### src/rtl/pgx_pkg.sv
package pgx_pkg;
  localparam int OFFSET_BITS = 9;

  typedef enum logic [1:0] {
    ST_OK     = 2'd0,
    ST_BOUNDS = 2'd1,
    ST_PFAULT = 2'd2
  } pgx_status_e;
endpackage

### src/rtl/pgx_table.sv
module pgx_table #(
  parameter int PAGE_BITS  = 4,
  parameter int FRAME_BITS = 7
) (
  input  logic                  clk,
  input  logic                  rst_n,
  input  logic                  wr_en,
  input  logic [PAGE_BITS-1:0]  wr_idx,
  input  logic [FRAME_BITS-1:0] wr_frame,
  input  logic                  wr_res,
  input  logic                  len_we,
  input  logic [PAGE_BITS-1:0]  len_in,
  input  logic [PAGE_BITS-1:0]  rd_idx,
  output logic [FRAME_BITS-1:0] rd_frame,
  output logic                  rd_res,
  output logic [PAGE_BITS-1:0]  len_q
);
  localparam int NUM_PAGES = 1 << PAGE_BITS;

  logic [FRAME_BITS-1:0] frame_q [NUM_PAGES];
  logic [NUM_PAGES-1:0]  res_q;

  for (genvar i = 0; i < NUM_PAGES; i++) begin : g_entry
    always_ff @(posedge clk or negedge rst_n) begin
      if (!rst_n) begin
        frame_q[i] <= '0;
        res_q[i]   <= 1'b0;
      end else if (wr_en && (wr_idx == PAGE_BITS'(i))) begin
        frame_q[i] <= wr_frame;
        res_q[i]   <= wr_res;
      end
    end
  end

  always_ff @(posedge clk or negedge rst_n) begin
    if (!rst_n)      len_q <= '0;
    else if (len_we) len_q <= len_in;
  end

  assign rd_frame = frame_q[rd_idx];
  assign rd_res   = res_q[rd_idx];


  wr_lands_chk: assert property (@(posedge clk) disable iff (!rst_n)
    wr_en |=> (res_q[$past(wr_idx)] == $past(wr_res)) && (frame_q[$past(wr_idx)] == $past(wr_frame)));
endmodule

### src/rtl/pgx_check.sv
module pgx_check
  import pgx_pkg::*;
#(
  parameter int PAGE_BITS  = 4,
  parameter int FRAME_BITS = 7
) (
  input  logic [PAGE_BITS-1:0]             page,
  input  logic [OFFSET_BITS-1:0]           offset,
  input  logic [PAGE_BITS-1:0]             len,
  input  logic [FRAME_BITS-1:0]            frame,
  input  logic                             resident,
  output pgx_status_e                      status,
  output logic [FRAME_BITS+OFFSET_BITS-1:0] paddr
);
  // Offset width equals the page size, so no offset limit test exists.
  always_comb begin
    if (page > len) begin
      status = ST_BOUNDS;
      paddr  = '0;
    end else if (!resident) begin
      status = ST_PFAULT;
      paddr  = '0;
    end else begin
      status = ST_OK;
      paddr  = {frame, offset};
    end
  end
endmodule

### src/rtl/pgx_resp.sv
module pgx_resp
  import pgx_pkg::*;
#(
  parameter int PADDR_BITS = 16
) (
  input  logic                  clk,
  input  logic                  rst_n,
  input  logic                  accept,
  input  pgx_status_e           in_status,
  input  logic [PADDR_BITS-1:0] in_paddr,
  input  logic                  rsp_ready,
  input  logic                  fault_clr,
  output logic                  can_accept,
  output logic                  rsp_valid,
  output pgx_status_e           rsp_status,
  output logic [PADDR_BITS-1:0] rsp_paddr
);
  logic fault_pend;

  assign can_accept = !fault_pend && (!rsp_valid || rsp_ready);

  always_ff @(posedge clk or negedge rst_n) begin
    if (!rst_n) begin
      rsp_valid  <= 1'b0;
      rsp_status <= ST_OK;
      rsp_paddr  <= '0;
    end else if (accept) begin
      rsp_valid  <= 1'b1;
      rsp_status <= in_status;
      rsp_paddr  <= in_paddr;
    end else if (rsp_ready) begin
      rsp_valid  <= 1'b0;
    end
  end

  always_ff @(posedge clk or negedge rst_n) begin
    if (!rst_n)                             fault_pend <= 1'b0;
    else if (accept && in_status == ST_PFAULT) fault_pend <= 1'b1;
    else if (fault_clr)                     fault_pend <= 1'b0;
  end


  hold_stable_chk: assert property (@(posedge clk) disable iff (!rst_n)
    (rsp_valid && !rsp_ready) |=> rsp_valid && $stable(rsp_status) && $stable(rsp_paddr));


  one_cycle_rsp_chk: assert property (@(posedge clk) disable iff (!rst_n)
    accept |=> rsp_valid);


  fault_blocks_chk: assert property (@(posedge clk) disable iff (!rst_n)
    (accept && in_status == ST_PFAULT) |=> !can_accept);


  release_needs_clr_chk: assert property (@(posedge clk) disable iff (!rst_n)
    $fell(fault_pend) |-> $past(fault_clr));
endmodule

### src/rtl/pgx_translator.sv
module pgx_translator
  import pgx_pkg::*;
#(
  parameter int PAGE_BITS  = 4,
  parameter int FRAME_BITS = 7
) (
  input  logic                              clk,
  input  logic                              rst_n,
  input  logic                              req_valid,
  output logic                              req_ready,
  input  logic [PAGE_BITS-1:0]              req_page,
  input  logic [8:0]                        req_offset,
  output logic                              rsp_valid,
  input  logic                              rsp_ready,
  output logic [1:0]                        rsp_status,
  output logic [FRAME_BITS+8:0]             rsp_paddr,
  input  logic                              tbl_we,
  input  logic [PAGE_BITS-1:0]              tbl_idx,
  input  logic [FRAME_BITS-1:0]             tbl_frame,
  input  logic                              tbl_resident,
  input  logic                              len_we,
  input  logic [PAGE_BITS-1:0]              len_value,
  input  logic                              fault_clr
);
  localparam int PADDR_BITS = FRAME_BITS + OFFSET_BITS;

  logic [FRAME_BITS-1:0] lk_frame;
  logic                  lk_res;
  logic [PAGE_BITS-1:0]  len_q;
  pgx_status_e           ck_status;
  logic [PADDR_BITS-1:0] ck_paddr;
  pgx_status_e           out_status;
  logic                  accept;

  assign accept = req_valid && req_ready;

  pgx_table #(.PAGE_BITS(PAGE_BITS), .FRAME_BITS(FRAME_BITS)) u_table (
    .clk(clk), .rst_n(rst_n),
    .wr_en(tbl_we), .wr_idx(tbl_idx), .wr_frame(tbl_frame), .wr_res(tbl_resident),
    .len_we(len_we), .len_in(len_value),
    .rd_idx(req_page), .rd_frame(lk_frame), .rd_res(lk_res), .len_q(len_q)
  );

  pgx_check #(.PAGE_BITS(PAGE_BITS), .FRAME_BITS(FRAME_BITS)) u_check (
    .page(req_page), .offset(req_offset), .len(len_q),
    .frame(lk_frame), .resident(lk_res),
    .status(ck_status), .paddr(ck_paddr)
  );

  pgx_resp #(.PADDR_BITS(PADDR_BITS)) u_resp (
    .clk(clk), .rst_n(rst_n), .accept(accept),
    .in_status(ck_status), .in_paddr(ck_paddr),
    .rsp_ready(rsp_ready), .fault_clr(fault_clr),
    .can_accept(req_ready), .rsp_valid(rsp_valid),
    .rsp_status(out_status), .rsp_paddr(rsp_paddr)
  );

  assign rsp_status = out_status;


  fault_zero_addr_chk: assert property (@(posedge clk) disable iff (!rst_n)
    (rsp_valid && rsp_status != 2'd0) |-> (rsp_paddr == '0));


  offset_passes_chk: assert property (@(posedge clk) disable iff (!rst_n)
    accept |=> (rsp_status != 2'd0) || (rsp_paddr[8:0] == $past(req_offset)));


  bounds_status_chk: assert property (@(posedge clk) disable iff (!rst_n)
    (accept && req_page > len_q) |=> rsp_status == 2'd1);
endmodule

### config.mk
export PLATFORM = sky130hd
export DESIGN_NAME = pgx_translator
export DESIGN_NICKNAME = d
export VERILOG_FILES = /design/src/rtl/pgx_pkg.sv /design/src/rtl/pgx_table.sv /design/src/rtl/pgx_check.sv /design/src/rtl/pgx_resp.sv /design/src/rtl/pgx_translator.sv
export SDC_FILE = /design/constraint.sdc
export NUM_CORES = 1
export LEC_CHECK = 0
export CORE_UTILIZATION = 58
export CTS_CLUSTER_DIAMETER = 150
export DETAILED_ROUTE_END_ITERATION = 6
export HOLD_SLACK_MARGIN = 0.08
export PLACE_DENSITY = 0.82
export SYNTH_ARGS = -nofsm -noshare
export SYNTH_HDL_FRONTEND = slang
export SYNTH_SLANG_ARGS = --single-unit
export TNS_END_PERCENT = 10
### constraint.sdc
create_clock -name clk -period 2.1 [get_ports clk]
set_input_delay 0.315 -clock clk [delete_from_list [all_inputs] [get_ports clk]]
set_output_delay 0.315 -clock clk [all_outputs]
set_load 0.02 [all_outputs]
==> out/results.ini <==
[run_status]
outcome = complete, but fails checks
violations = DRC

[floorplan]
start_util_pct = 59.8
die-area_sq_um = 12300
fp.dieH_um = 111
pin_count = 56
core_area_sq_um = 11500
fp.dieW_um = 111
core.rowCount = 39

[global_route]
grt_pass1_wl_mm = 25.5
grt.total_usage_pct = 28.0
grt_max_degree = 59
grt_overflow_total = 0
grt_pass1_vias = 4691
antenna_found_initial = 0

[route]
viasPerCell = 6.12
wl_per_cell_um = 21.9
vias = 4295
ant_nets = 0
firstDrtPassIters = 7
drc = 22
routed_wl_mm = 15.4
drt_first_iter_violations = 406

[clock_network]
h-tree-depth = 4
cts.sinks = 152
cts_buffers = 17
root_buffer = clkbuf_16
clk_latency_ns = 0.42
cts_buffer_depth = 2
cts_tree = done
path_clk_slew_ns = 0.06

[setup_path]
worstSetupEndpointType = flop
r2r_slack_ns = 0.10
ff2ff_path_depth = 8
worstSetupPathType = reg -> reg
r2r_end = u_resp.rsp_paddr[12]
cp-start-kind = flop
crit_required_ns = 2.47
reg2reg_from = u_table.len_q[1]
cp_max_fo = 14
worstPathArrival_ns = 2.37

[place]
placed_cells = 670
dp_hpwl_mm = 10.5
pre_cts_ws_ns = -0.260
port_buffers = 55
place_congestion = 0.814

[logic_synthesis]
synth_top_area_cell = dfrtp_1
yosys_register_bits = 152
ys_warn_count = 0
ys_top_cells_by_area = dfrtp_1 55%, mux2_2 21%, mux4_2 9.8%
synth_common_cells = 152 x dfrtp_1, 129 x mux2_2, 38 x nand2_1
ys_seq_area_share_pct = 55.2
async_flop_share_pct = 100
synth.most_common_cell = dfrtp_1
synth_cell_types = 35
ys.flop_type = dfrtp_1
syn-cell-area_sq_um = 6890
syn_avg_cell_area_sq_um = 14.9
synth_top_area_share_pct = 55.2
synth_edf_count = 0
syn_nets = 501
synth_cells = 461

[sta]
drv_slew = 0
min_period_ns = 2.00
setup_violations = 0
fin_tns_setup_ns = 0
final-hold-violation-count = 0
relSlewSlack_pct = 57.0
max_freq_mhz = 501
setup_ws_ns = 0.103
skew_ns = 0.00583
period_share_pct = 95.1
worst_pin_slew_ns = 0.643
rsz0062_at_grt = false

[power_and_ir_drop]
p_int_mw = 6.25
cellPowerDensity_nw_per_um2 = 1020
p_leak_nw = 3.64
peakVddDrop_mv = 0.690
power_switching_mw = 2.26
power_frac_comb_pct = 20.8
p_sw_share_pct = 26.6
pwr-share-clk_pct = 33.0
p_seq_share_pct = 46.2

[cells_and_area]
utilization_pct = 72.7
multi_input_area_sq_um = 2920
fin_cells = 702
seqCellArea_sq_um = 3800
nets = 587
drive_above_1_share_pct = 41.9
antenna_cells = 0
area_growth_pct = 21.6
fillers = 741

[hold_path]
hp-class = in -> async

[flow_run]
drv_cap = 0

-- placed cells by master (no fill, tap or decap), types with 5 or more instances in the layout --
cell	count
clkinvlp_4	6
nor2_1	11
a22o_1	9
a211o_1	7
clkbuf_16	17
nand2_1	38
clkdlybuf4s50_1	52
buf_4	33
nand2b_1	6
buf_12	5
a211oi_1	14
mux2_2	129
mux4_2	30
dfrtp_1	152
inv_1	5
o21ai_0	5
-- layout make-up --
cell class                      count  area share [%]
Sequential cell                   152            45.4
Inverter                            6           0.329
Clock inverter                     11            1.22
Clock buffer                       20            5.21
Multi-Input combinational cell    276            34.9
Timing Repair Buffer               94            10.8
Tap cell                          143            2.14
-- repair_timing --
action,CTS,global route
endpoints found under the setup margin,0,1
hold buffers,1,0
buffers inserted,0,0
gates resized for setup,0,1
hold endpoints to repair,45,0
-- sequential cells by signal, indices dropped and copies added (netlist names) --
| name | count |
|---|---|
| u_table.len_q | 4 |
| u_resp.rsp_paddr | 16 |
| u_table.res_q | 16 |
| u_table.frame_q | 112 |
| u_resp.rsp_status | 2 |
| u_resp.fault_pend | 1 |
| u_resp.rsp_valid | 1 |
-- worst max path at each step --
stage | start | to | slack, ns | cells after the start
2_1_floorplan | req_page[0] | u_resp.rsp_paddr[14] | 0.02 | 10
3_3_place_gp | req_page[3] | u_resp.rsp_paddr[12] | -0.14 | 7
3_5_place_dp | req_page[1] | u_resp.rsp_paddr[12] | -0.26 | 8
4_1_cts | u_resp.rsp_valid | req_ready | 0.02 | 3
5_1_grt | u_table.len_q[1] | u_resp.rsp_paddr[11] | 0.006 | 8
6_report | u_table.len_q[1] | u_resp.rsp_paddr[12] | 0.10 | 8
-- power by group through the flow --
stage / logic [mW] / registers (mW) / clock network [mW]
floorplan: 1.11 / 3.94 / 0
CTS: 1.79 / 3.93 / 2.85
detailed placement: 1.77 / 3.97 / 0
global placement: 1.70 / 3.92 / 0
global route: 1.90 / 4.01 / 2.97
finish: 1.77 / 3.94 / 2.81
-- per-stage QoR --
stage                     power, mW  cell area (sq um)  hold WS (ns)
final                          8.51               8380         0.380
after global routing           8.88               8380         0.438
after CTS                      8.57               8370         0.402
after detailed placement       5.75               7820         0.275
after global placement         5.62               7820         0.260
after floorplan                5.05               6910        0.0194
-- cells by family (layout without fill, tap and decap cells) --
kind of cell               Yosys count  in the layout  synth area share, %
buffers and inverters               33            131                 2.40
AOI/OAI and AO/OA                   43             43                 5.49
DFF                                152            152                 55.2
muxes                              161            161                 31.7
adders and majority gates            4              4                0.727
and+or+nand+nor                     68             68                 4.51
-- per-layer routing --
layer / part of all wire, % / GRT usage (%) / vias up
met1: 44 / 37.1 / 2241
li1: - / - / 1879
met4: 1.5 / 8.68 / 0
met2: 49 / 45.2 / 149
met3: 5.9 / 7.71 / 26
met5: 0 / 0 / -
-- worst max-delay path: stages, from the launching register on --
cell and delay [ns]:
dfrtp_1 0.36, inv_1 0.07, ha_1 0.24, nor2b_1 0.13
o311ai_1 0.40, a2bb2oi_2 0.12, buf_4 0.21, a211oi_1 0.27
a211o_1 0.14
Note: power is estimated with default switching activity, not from simulation.
